`src/rtl/tod_alarm_pkg.sv`:
```
package tod_alarm_pkg;
   localparam int TOD_W      = 8;
   localparam int TOD_FIELDS = 3;
   localparam int FLD_SEC    = 0;
   localparam int FLD_MIN    = 1;
   localparam int FLD_HR     = 2;
   // event index inside the flag vector
   localparam int EV_UPD     = 0;
   localparam int EV_ALM     = 1;
   localparam int EV_PER     = 2;
   localparam int EV_N       = 3;
   // bit positions in the readable flag byte
   localparam int BIT_IRQ    = 7;
   localparam int BIT_LOW_EV = 4;
   typedef logic [TOD_W-1:0] tod_byte_t;
   typedef logic [EV_N-1:0]  ev_vec_t;
endpackage

```
`src/rtl/tod_field_match.sv`:
```
module tod_field_match #(
   parameter int W        = 8,
   parameter int WILD_BITS = 2,
   parameter bit WILD_EN  = 1'b1
) (
   input  logic [W-1:0] cur_i,
   input  logic [W-1:0] alm_i,
   output logic         hit_o
);
   localparam int TOP = W - 1;

   generate
      if (WILD_EN) begin : g_wild
         logic is_wild;
         assign is_wild = &alm_i[TOP -: WILD_BITS];
         assign hit_o   = is_wild | (cur_i == alm_i);
      end else begin : g_exact
         assign hit_o = (cur_i == alm_i);
      end
   endgenerate
endmodule

```
`src/rtl/tod_flag_reg.sv`:
```
module tod_flag_reg #(
   parameter int N = 3
) (
   input  logic         clk,
   input  logic         rst_n,
   input  logic [N-1:0] set_i,
   input  logic [N-1:0] en_i,
   input  logic         clr_i,
   output logic [N-1:0] flag_o,
   output logic         irq_o
);
   logic [N-1:0] flag_q;
   logic [N-1:0] flag_d;

   always_comb begin
      flag_d = (clr_i ? '0 : flag_q) | set_i;
   end

   always_ff @(posedge clk or negedge rst_n) begin
      if (!rst_n) flag_q <= '0;
      else        flag_q <= flag_d;
   end

   assign flag_o = flag_q;
   assign irq_o  = |(flag_q & en_i);
endmodule

```
`src/rtl/tod_alarm_irq.sv`:
```
module tod_alarm_irq
   import tod_alarm_pkg::*;
#(
   parameter int WILD_BITS = 2,
   parameter bit WILD_EN   = 1'b1
) (
   input  logic       clk,
   input  logic       rst_n,
   input  logic [7:0] sec_i,
   input  logic [7:0] min_i,
   input  logic [7:0] hr_i,
   input  logic [7:0] alm_sec_i,
   input  logic [7:0] alm_min_i,
   input  logic [7:0] alm_hr_i,
   input  logic       upd_stb_i,
   input  logic       per_tick_i,
   input  logic       en_per_i,
   input  logic       en_alm_i,
   input  logic       en_upd_i,
   input  logic       flag_rd_i,
   output logic [7:0] flags_o,
   output logic       irq_drive_low_o
);
   localparam int PAD_W = BIT_LOW_EV;

   generate
      if (WILD_BITS < 1 || WILD_BITS > TOD_W) begin : g_bad_wild
         $error("WILD_BITS must lie in 1..TOD_W");
      end
      if (BIT_LOW_EV + EV_N != BIT_IRQ) begin : g_bad_layout
         $error("flag layout inconsistent");
      end
   endgenerate

   tod_byte_t cur   [TOD_FIELDS];
   tod_byte_t alm   [TOD_FIELDS];
   logic [TOD_FIELDS-1:0] hit;

   assign cur[FLD_SEC] = sec_i;
   assign cur[FLD_MIN] = min_i;
   assign cur[FLD_HR]  = hr_i;
   assign alm[FLD_SEC] = alm_sec_i;
   assign alm[FLD_MIN] = alm_min_i;
   assign alm[FLD_HR]  = alm_hr_i;

   genvar gi;
   generate
      for (gi = 0; gi < TOD_FIELDS; gi++) begin : g_fld
         tod_field_match #(
            .W(TOD_W), .WILD_BITS(WILD_BITS), .WILD_EN(WILD_EN)
         ) u_match (
            .cur_i(cur[gi]),
            .alm_i(alm[gi]),
            .hit_o(hit[gi])
         );
      end
   endgenerate

   ev_vec_t ev_set;
   ev_vec_t ev_en;
   ev_vec_t ev_flag;
   logic    irq_any;

   always_comb begin
      ev_set         = '0;
      ev_set[EV_UPD] = upd_stb_i;
      ev_set[EV_ALM] = upd_stb_i & (&hit);
      ev_set[EV_PER] = per_tick_i;
      ev_en          = '0;
      ev_en[EV_UPD]  = en_upd_i;
      ev_en[EV_ALM]  = en_alm_i;
      ev_en[EV_PER]  = en_per_i;
   end

   tod_flag_reg #(.N(EV_N)) u_flags (
      .clk   (clk),
      .rst_n (rst_n),
      .set_i (ev_set),
      .en_i  (ev_en),
      .clr_i (flag_rd_i),
      .flag_o(ev_flag),
      .irq_o (irq_any)
   );

   assign flags_o         = {irq_any, ev_flag[EV_PER], ev_flag[EV_ALM], ev_flag[EV_UPD], {PAD_W{1'b0}}};
   assign irq_drive_low_o = irq_any;
endmodule

```
`config.mk`:
```
export PLATFORM = sky130hd
export DESIGN_NAME = tod_alarm_irq
export DESIGN_NICKNAME = d
export VERILOG_FILES = /design/src/rtl/tod_alarm_pkg.sv /design/src/rtl/tod_field_match.sv /design/src/rtl/tod_flag_reg.sv /design/src/rtl/tod_alarm_irq.sv
export SDC_FILE = /design/constraint.sdc
export NUM_CORES = 1
export LEC_CHECK = 0
export BUFFER_PORTS_ARGS = -buffer_cell sky130_fd_sc_hd__buf_2
export CORE_MARGIN = 4
export CORE_UTILIZATION = 31
export CTS_CLUSTER_SIZE = 14
export DETAILED_ROUTE_END_ITERATION = 6
export PLACE_DENSITY = 0.91
export SLEW_MARGIN = 15
export SYNTH_ARGS = -nofsm -noshare
export SYNTH_HDL_FRONTEND = slang
export SYNTH_SLANG_ARGS = --single-unit
```
`constraint.sdc`:
```
create_clock -name clk -period 2.79 [get_ports clk]
set_clock_uncertainty 0.15 [all_clocks]
set_input_delay 0.4185 -clock clk [delete_from_list [all_inputs] [get_ports clk]]
set_output_delay 0.4185 -clock clk [all_outputs]
set_load 0.02 [all_outputs]
```
# Word level (Yosys, flattened, before mapping)
# Index checks and enable logic that the tools add are counted.
[totals] register_bits=3 out_inout_bits=9 elab_cells=16 inputBits=56
[op_classes] eq_ne=3 n_reduce_logical=5 n_bitwise=6 mux=1
[ops] operator="$eq 8x8->1" n=3
[ops] operator="$reduce_and 2->1" n=3
[ops] operator="$and 3x3->3" n=1
[ops] operator="$mux 3" n=1
[ops] operator="$or 1x1->1" n=3
[ops] operator="$or 3x3->3" n=1
[ops] operator="$reduce_and 3->1" n=1
[ops] operator="$reduce_or 3->1" n=1
[ops] operator="$and 1x1->1" n=1

# Depth between registers and ports, before layout
# Gate-level depths: netlist of the first run.
[depth] depth_word=5 depth_mapped=4 mapped_depth_nobuf=4

# Modules after synthesis
# Synthesis of the first run repeated with hierarchy kept, for this count alone.
[unflattened] hier_cells=52 hier_area_um2=439.2
[by_module_without_submodules] mod="tod_field_match" instances=3 seq_area_each_um2=0.0 area_each_um2=91.3 cells_each=12
[by_module_without_submodules] mod="tod_flag_reg" instances=1 seq_area_each_um2=75.1 area_each_um2=115.1 cells_each=9
[by_module_without_submodules] mod="tod_alarm_irq" instances=1 seq_area_each_um2=0.0 area_each_um2=50.0 cells_each=7

# Worst setup path before layout of the first run
# Ideal clock, no wire load.
[synth_path] kind="register to output" start="register u_flags.flag_q[0] (netlist: u_flags.flag_o[0])" end="output port flags_o[7]" path_buffers=1 arrival_time_ns=1.122 path_stages_with_launch=4 setup_slack_ns=1.099 cell_sequence="dfrtp_1 -> a222oi_1 -> inv_1 -> buf_4"
[synth_between] elab_chain_cells=2
[synth_lines] item="start, declared" line_no="tod_flag_reg.sv:12" rtl="logic [N-1:0] flag_q;"
[synth_lines] item="start signal, assigned" line_no="tod_flag_reg.sv:21" rtl="else flag_q <= flag_d;"
[synth_lines] item="$and 3x3->3" line_no="tod_flag_reg.sv:25" rtl="assign irq_o = |(flag_q & en_i);"
[synth_lines] item="$reduce_or 3->1" line_no="tod_flag_reg.sv:25"
[synth_lines] item="end, declared" line_no="tod_alarm_irq.sv:21" rtl="output logic [7:0] flags_o,"
# Every way passes these cells.

# Worst setup path in the final report of the first run
[layout_path] start="register u_flags.flag_q[1] (netlist: u_flags.flag_o[1])" end="output port flags_o[7]"
# Same word-level chain as after synthesis.

==> impl_metrics.yaml, run 1 <==
drt:
  drcViolationCount: 0
  drt_wl_total_mm: 1.45
  ant_nets: 0
  via_count: 586
  vias_per_cell: 4.58
  firstDrtPassIters: 4
  drt-initial-drc-count: 6
  wire_per_inst_um: 11.3
timing:
  hold_viol: 0
  slew_viol_final: 0
  grt_setup_unrepaired: "no"
  min_period_ns: 1.78
  fin_ws_ns: 1.01
  clock.fmax_mhz: 562
  finalCritPeriodShare_pct: 63.7
  fin_tns_setup_ns: 0
  setup_viol: 0
setup_path:
  critPathRequiredTime_ns: 2.22
  cp_cell_sequence: "a222oi_1 -> inv_1 -> buf_2"
  cp_slowest_cell: "dfrtp_1"
  crit_type: "register to output port"
  path_delay_family: "flip-flops"
  critical_path.startpoint_type: "register"
  path_max_fanout: 3
  cpPeakStageDelay_ns: 0.39
  critPathArrivalTime_ns: 1.21
  crit_path_end_kind: "output port"
  r2r_slack_ns: 1.96
  path_buf_inv: 2
flow_run:
  cap_violations: 0
floorplan:
  die_height_um: 45.8
  dieArea_mm2: 0.00210
  start_util_pct: 33.6
  core_area_mm2: 0.00132
  rows: 13
  num_io_pins: 65
  chipWidth_um: 45.8
cts:
  clk_pin_slew_ns: 0.04
  cts_max_path_buffers: 2
  clock_latency_ns: 0.22
  htreeDepth: 1
  cts_inserted_buffers: 3
  clkSinkCount: 3
  cts-root-buf: "clkbuf_4"
  cts_tree: "built"
  post_cts_buffers: 0
grt:
  gr-total-overflow: 0
  antenna_found_initial: 0
  grt_max_degree: 4
  grt_pass1_vias: 572
  grt_pass1_wl_mm: 2.08
  grt_usage_pct: 13.8
min_path:
  hold_class: "input port to register"
yosys:
  yosysMostFrequentCell: "xor2_1"
  ys_top_cells_by_count: "24 x xor2_1, 6 x nor4_1, 5 x buf_4"
  synth_top_cell_area_share_pct: 47.5
  syn_inst: 50
  synthesis.area_um2: 443
  async_flop_share_pct: 100
  synth-edff-count: 0
  yosys.area.top_type: "xor2_1"
  avgSynthCellArea_um2: 8.86
  ys_types: 11
  yosys-top-cells-area: "xor2_1 47%, dfrtp_1 17%, buf_4 8.5%, nor4_1 8.5%, a22oi_1 5.1%"
  seq_area_frac_synth_pct: 16.9
  ys.flop_type: "dfrtp_1"
  synth_seq_cells: 3
  yosysWarnings: 0
placement:
  dp_hpwl_mm: 1.32
  gp_congestion: 0.663
  dp_worst_setup_slack_ns: 1.10
  port_buffers: 60
layout:
  layout-drive-gt1-share_pct: 56.6
  area_delta_synth_final_pct: 74.3
  nets: 170
  diodes: 0
  largest_reg_flops: 3
pwr:
  p_int_mw: 0.150
  p_sw_mw: 0.0691
  p_per_area_mw_per_mm2: 284
  ir_drop_mv: 0.198
  p_leak_nw: 0.451
  p_sw_share_pct: 31.5
  p_comb_share_pct: 44.0
  seq_power_share_pct: 21.7
  clockPowerShare_pct: 34.3
outcome:
  status: "finished clean"
kinds of logic (layout without fill, tap and decap cells):
family / Yosys count / count (layout) / synth area share [%]
AO/OA/AOI/OAI: 7 / 7 / 14.4
XOR/XNOR: 24 / 24 / 47.5
buffers and inverters: 8 / 68 / 11.0
flip-flops: 3 / 3 / 16.9
other: 1 / 4 / 0.847
AND/OR/NAND/NOR: 7 / 7 / 9.32
routing by layer:
layer  global-route usage (%)  vias up  share of wire [%]
met4                     6.25        0               0.69
met1                     10.5      261                 27
met5                        0        -                  0
li1                         -      290                  -
met3                     4.74        2                 14
met2                     29.0       33                 59
timing repair:
| item | in CTS | in global routing |
|---|---|---|
| hold endpoints to repair | 3 | 0 |
| gates resized for setup | 0 | 0 |
| hold buffers | 1 | 0 |
cell type report:
cell class	count	area, µm²
fill	122	546
tap	15	18.8
timing repair buffer	61	310
multi-input combinational	42	330
clock buffer	4	26.3
inverter	3	11.3
sequential	3	75.1
stage by stage:
step / utilization [%] / instance area, µm² / power (mW) / hold slack [ns] / instances
6_report: 58.6 / 772 / 0.220 / 0.228 / 128
5_1_grt: 58.6 / 772 / 0.237 / 0.237 / 128
4_1_cts: 58.6 / 772 / 0.224 / 0.225 / 128
3_5_place_dp: 55.8 / 736 / 0.144 / 0.0660 / 123
3_3_place_gp: 55.8 / 736 / 0.141 / 0.0656 / 123
2_1_floorplan: - / 454 / 0.0963 / -0.0271 / 53
placed cells by master (no fill, tap or decap), types with 2 or more instances in the layout:
cell type | Yosys | routed
clkbuf_4 | 0 | 3
dfrtp_1 | 3 | 3
xor2_1 | 24 | 24
nor4_1 | 6 | 6
a22oi_1 | 3 | 3
a21o_1 | 2 | 2
buf_2 | 0 | 60
conb_1 | 1 | 4
inv_1 | 3 | 3
power groups by stage:
stage	logic, mW	clock network (mW)	registers [mW]
2_1_floorplan	0.0456	0	0.0507
3_3_place_gp	0.0926	0	0.0480
3_5_place_dp	0.0963	0	0.0482
4_1_cts	0.0977	0.0783	0.0476
5_1_grt	0.107	0.0820	0.0478
6_report	0.0966	0.0753	0.0477
worst paths after layout:
| check | start | to | depth (start not counted) |
|---|---|---|---|
| worst max register to register | u_flags.flag_o[2] | u_flags.flag_o[2] | 1 |
| max in group asynchronous | rst_n | u_flags.flag_o[1] | 2 |
| worst max-delay path | u_flags.flag_o[1] | flags_o[7] | 3 |
| worst min-delay path | per_tick_i | u_flags.flag_o[2] | 2 |
| worst min register to register | u_flags.flag_o[0] | u_flags.flag_o[0] | 1 |
| min in group asynchronous | rst_n | u_flags.flag_o[2] | 2 |
No activity file was read; power rests on OpenSTA's default activity.
==> run 2, diff against run 1 <==
Settings changed: ABC_AREA set to 1, CORE_UTILIZATION 31 to 29, PLACE_DENSITY 0.91 to 0.82.
Clock period 2.79 ns to 1.5 ns, I/O delays scaled along.
==> run 2 against run 1 <==
- die area increased by 26%
- total power increased by 100%
- global-route usage decreased by 1.1 points
==> impl_metrics.yaml, run 2 <==
outcome:
  status: "finished clean"
cts:
  ctsResizeCount: 0
  cts-root-buf: "clkbuf_4"
  cts_max_path_buffers: 2
  post_cts_buffers: 0
  cts_tree: "built"
  clock_latency_ns: 0.23
  ctsHoldBuffers: 1
  clk_pin_slew_ns: 0.04
  clkSinkCount: 3
  htreeDepth: 1
  cts_inserted_buffers: 3
yosys:
  yosysWarnings: 0
  yosys.area_share.simple_pct: 37.0
  synth_seq_cells: 3
  ys_top_cells_by_count: "44 x nand2_1, 18 x xnor2_1, 13 x inv_1"
  synthXorXnorAreaFrac_pct: 29.0
  avgSynthCellArea_um2: 5.73
  synth_top_cell_area_share_pct: 30.3
  synth_mux_area_share_pct: 0
  yosys-top-cells-area: "nand2_1 30%, xnor2_1 29%, dfrtp_1 14%, inv_1 9.0%, buf_4 6.9%"
  synth-edff-count: 0
  seq_area_frac_synth_pct: 13.8
  ys.flop_type: "dfrtp_1"
  syn_inst: 95
  yosys.area.top_type: "nand2_1"
  async_flop_share_pct: 100
  yosysMostFrequentCell: "nand2_1"
  yosys.area_share.adder_pct: 0
  synthesis.area_um2: 544
  ys_types: 12
  synth_compound_area_share_pct: 3.68
  synth_top_family_by_area: "simple AND/OR/NAND/NOR gates"
setup_path:
  r2r_cells: 1
  rr_endpoint: "u_flags.flag_o[0]"
  path_max_fanout: 3
  r2r_start: "u_flags.flag_o[0]"
  critPathArrivalTime_ns: 0.93
  crit_path_end_kind: "output port"
  critical_path.startpoint_type: "register"
  critPathRequiredTime_ns: 1.12
  crit_type: "register to output port"
  r2r_slack_ns: 0.67
drt:
  via_count: 751
  vias_per_cell: 4.10
  ant_nets: 0
  wire_per_inst_um: 8.84
  drt-initial-drc-count: 5
  firstDrtPassIters: 4
  drcViolationCount: 0
  drt_wl_total_mm: 1.62
min_path:
  hold_end: "u_flags.flag_o[2]"
  hold_path_depth: 2
  hold_class: "input port to register"
  worstHoldStart: "per_tick_i"
placement:
  dp_worst_setup_slack_ns: 0.354
  dpl.cell_count: 178
  port_buffers: 60
  dp_hpwl_mm: 1.53
  place_area_um2: 850
  gp_congestion: 0.658
floorplan:
  num_io_pins: 65
  dieArea_mm2: 0.00263
  start_util_pct: 31.2
  core_area_mm2: 0.00175
  chipWidth_um: 51.3
  die_height_um: 51.3
  rows: 15
layout:
  diodes: 0
  fin_util_pct: 50.8
  layout-drive-gt1-share_pct: 41.1
  nets: 215
  final_common_cell: "buf_2"
  final_cell_mix: "60 x buf_2, 44 x nand2_1, 18 x xnor2_1"
  fillers: 202
  stdcell_area_um2: 886
  stdcell_count: 183
  area_delta_synth_final_pct: 62.8
  largest_reg_flops: 3
pwr:
  p_comb_share_pct: 47.8
  ir_drop_mv: 0.205
  p_int_mw: 0.297
  p_sw_mw: 0.145
  p_sw_share_pct: 32.7
  p_leak_nw: 0.544
  clockPowerShare_pct: 32.2
  seq_power_share_pct: 20.0
  total_power_mw: 0.442
  p_per_area_mw_per_mm2: 499
timing:
  grt_setup_unrepaired: "no"
  hold_viol: 0
  min_period_ns: 1.31
  whs_ns: 0.0254
  setup_viol: 0
  slew_viol_final: 0
  finalCritPeriodShare_pct: 87.2
  fin_ws_ns: 0.193
  clock.fmax_mhz: 765
  fin_tns_setup_ns: 0
grt:
  grt_pass1_wl_mm: 2.54
  grt_usage_pct: 12.6
  grt_max_degree: 4
  antenna_found_initial: 0
  grt_pass1_vias: 715
  gr-total-overflow: 0
flow_run:
  cap_violations: 0
[run 2: logic make-up (layout without fill, tap and decap cells)]
group,after synthesis,in the layout
AND/OR/NAND/NOR,52,52
AO/OA/AOI/OAI,3,3
XOR/XNOR,18,18
buffers and inverters,18,78
flip-flops,3,3
other,1,4
[run 2: critical path, stage by stage, from the launching register on]
cell,delay [ns]
dfrtp_1,0.39
nand2_1,0.07
nand3_1,0.08
buf_2,0.16
[run 2: power by group through the flow]
stage	combinational, mW	clock [mW]	sequential, mW
floorplan	0.115	0	0.0943
finish	0.211	0.142	0.0884
global route	0.237	0.159	0.0889
global placement	0.204	0	0.0888
detailed placement	0.212	0	0.0894
CTS	0.214	0.149	0.0884
[run 2: metal layers]
| metal | wire length (µm) | share of wire [%] | up-vias | GRT usage (%) |
|---|---|---|---|---|
| li1 | - | - | 391 | - |
| met1 | 505 | 31 | 320 | 11.6 |
| met2 | 942 | 58 | 36 | 24.0 |
| met3 | 141 | 8.7 | 4 | 3.50 |
| met4 | 27 | 1.7 | 0 | 7.86 |
| met5 | 0 | 0 | - | 0 |
[run 2: how the worst max path moves through the flow]
stage	endpoint	startpoint	slack [ns]
CTS	irq_drive_low_o	u_flags.flag_o[1]	0.18
finish	irq_drive_low_o	u_flags.flag_o[1]	0.19
global placement	u_flags.flag_o[1]	alm_min_i[0]	0.36
floorplan	flags_o[7]	u_flags.flag_o[1]	0.15
global route	irq_drive_low_o	u_flags.flag_o[1]	0.12
detailed placement	u_flags.flag_o[1]	alm_sec_i[5]	0.35
[run 2: layout make-up]
cell class | count | area (µm²) | share of cell area, %
clock buffer | 4 | 26.3 | 2.97
inverter | 13 | 48.8 | 5.51
multi-input combinational | 77 | 394 | 44.5
sequential | 3 | 75.1 | 8.47
tap | 25 | 31.3 | 3.53
timing repair buffer | 61 | 310 | 35.0
==> run 3, diff against run 2 <==
Settings changed: CORE_UTILIZATION 29 to 31, PLACE_DENSITY 0.82 to 0.83, SYNTH_HIERARCHICAL set to 1.
==> run 3 against run 2 <==
- non-clock buffer count is the same
- register-to-register slack gained 0.06 ns
- cell area grew 7.3%
- final cell count grew 14%
- routed wire length shrank 14%
- total power shrank 1.4%
- sequential share of layout area shrank 0.58 points
- synthesized cell count grew 27%
- critical path type unchanged
==> impl_metrics.yaml, run 3 <==
cts:
  htreeDepth: 1
  cts_max_path_buffers: 2
  clk_pin_slew_ns: 0.04
  clock_latency_ns: 0.23
  cts-root-buf: "clkbuf_4"
  clkSinkCount: 3
  cts_inserted_buffers: 3
  cts_tree: "built"
  ctsResizeCount: 0
pwr:
  seq_power_share_pct: 20.2
  ir_drop_mv: 0.193
  p_int_mw: 0.293
  p_comb_share_pct: 47.8
  p_sw_mw: 0.142
  p_sw_share_pct: 32.7
  p_per_area_mw_per_mm2: 458
  clockPowerShare_pct: 31.9
  p_leak_nw: 0.652
grt:
  grt_pass1_vias: 662
  grt_usage_pct: 10.3
  antenna_found_initial: 0
  grt_pass1_wl_mm: 2.21
  gr-total-overflow: 0
  grt_max_degree: 4
setup_path:
  critical_path.startpoint_type: "register"
  path_buf_inv: 1
  cpPeakStageDelay_ns: 0.38
  crit_path_end_kind: "output port"
  cp_slowest_cell: "dfrtp_1"
  path_delay_family: "flip-flops"
  critPathRequiredTime_ns: 1.12
  path_max_fanout: 3
  critPathArrivalTime_ns: 0.92
  cp_cell_sequence: "nand2_1 -> nand3_1 -> buf_2"
  crit_type: "register to output port"
drt:
  via_count: 804
  drt-initial-drc-count: 7
  drcViolationCount: 0
  vias_per_cell: 3.85
  wire_per_inst_um: 6.68
  firstDrtPassIters: 4
  drt_wl_total_mm: 1.40
  ant_nets: 0
yosys:
  synthesis.area_um2: 609
  synth_seq_cells: 3
  yosysWarnings: 6
  yosys.area.top_type: "nand2_1"
  syn_inst: 121
  avgSynthCellArea_um2: 5.04
  synth-edff-count: 0
  ys.flop_type: "dfrtp_1"
  ys_types: 9
  async_flop_share_pct: 100
  yosysMostFrequentCell: "nand2_1"
  ys_top_cells_by_count: "62 x nand2_1, 27 x inv_1, 12 x xnor2_1"
  yosys-top-cells-area: "nand2_1 38%, xnor2_1 17%, inv_1 17%, dfrtp_1 12%, buf_4 6.2%"
  seq_area_frac_synth_pct: 12.3
  synth_top_cell_area_share_pct: 38.2
timing:
  clock.fmax_mhz: 770
  finalCritPeriodShare_pct: 86.6
  setup_viol: 0
  grt_setup_unrepaired: "no"
  hold_viol: 0
  slew_viol_final: 0
  fin_tns_setup_ns: 0
  min_period_ns: 1.30
  whs_ns: 0.0391
placement:
  place_area_um2: 915
  dp_hpwl_mm: 1.34
  gp_congestion: 0.721
  port_buffers: 60
layout:
  diodes: 0
  fillers: 209
  final_cell_mix: "62 x nand2_1, 60 x buf_2, 27 x inv_1"
  regArea_um2: 75.1
  final_common_cell: "nand2_1"
  layout-drive-gt1-share_pct: 34.2
  largest_reg_flops: 3
  multi_input_area_um2: 407
  fin_util_pct: 52.8
  nets: 241
  stdcell_area_um2: 951
  area_delta_synth_final_pct: 56.1
floorplan:
  rows: 15
  chipWidth_um: 52.3
  die_height_um: 52.3
  core_area_mm2: 0.00180
  num_io_pins: 65
  dieArea_mm2: 0.00274
  start_util_pct: 33.8
min_path:
  hold_class: "input port to register"
outcome:
  status: "finished clean"
flow_run:
  cap_violations: 0
==> run 3: path summary, 6_finish.rpt <==
kind,from,end,slack (ns),cells after the start
hold / removal,per_tick_i,u_flags/flag_o[2],0.04,2
setup reg to reg,u_flags/flag_o[1],u_flags/flag_o[1],0.73,2
min in group asynchronous,rst_n,u_flags/flag_o[1],0.18,2
setup / recovery,u_flags/flag_o[1],flags_o[7],0.20,3
max in group asynchronous,rst_n,u_flags/flag_o[2],0.91,2
hold reg to reg,u_flags/flag_o[2],u_flags/flag_o[2],0.38,2
==> run 3: power by group through the flow <==
stage | combinational [mW] | clock, mW | sequential, mW
6_report | 0.209 | 0.139 | 0.0882
5_1_grt | 0.240 | 0.150 | 0.0887
4_1_cts | 0.212 | 0.147 | 0.0883
3_5_place_dp | 0.210 | 0 | 0.0893
3_3_place_gp | 0.207 | 0 | 0.0890
2_1_floorplan | 0.115 | 0 | 0.0943
==> run 3: logic make-up (layout without fill, tap and decap cells) <==
group / after synthesis / in the layout / synth area share [%]
AND/OR/NAND/NOR: 70 / 70 / 43.3
buffers and inverters: 32 / 92 / 22.8
XOR/XNOR: 12 / 12 / 17.2
AO/OA/AOI/OAI: 3 / 3 / 3.70
flip-flops: 3 / 3 / 12.3
other: 1 / 4 / 0.615
==> run 3: stage by stage <==
stage	setup WS [ns]	power, mW	instances
final	0.201	0.436	209
after global routing	0.158	0.478	209
after detailed placement	0.287	0.299	204
after CTS	0.192	0.447	209
after floorplan	0.152	0.209	124
after global placement	0.298	0.296	204
==> run 3: timing repair <==
| item | in CTS | in global routing |
|---|---|---|
| hold buffers | 1 | 0 |
| buffers inserted | 0 | 0 |
| hold endpoints to repair | 3 | 0 |
==> run 3: per-layer routing <==
metal / global-route usage [%] / vias to the layer above / wire length (µm)
met5: 0 / - / 0
met4: 5.11 / 0 / 0
met3: 3.42 / 0 / 208
met2: 18.2 / 38 / 677
met1: 10.7 / 308 / 511
li1: - / 458 / -
==> run 3: cell type report <==
type	instances	area share (%)
Sequential cell	3	7.89
Inverter	27	10.7
Multi-Input combinational cell	89	42.8
Tap cell	25	3.29
Clock buffer	4	2.76
Timing Repair Buffer	61	32.6
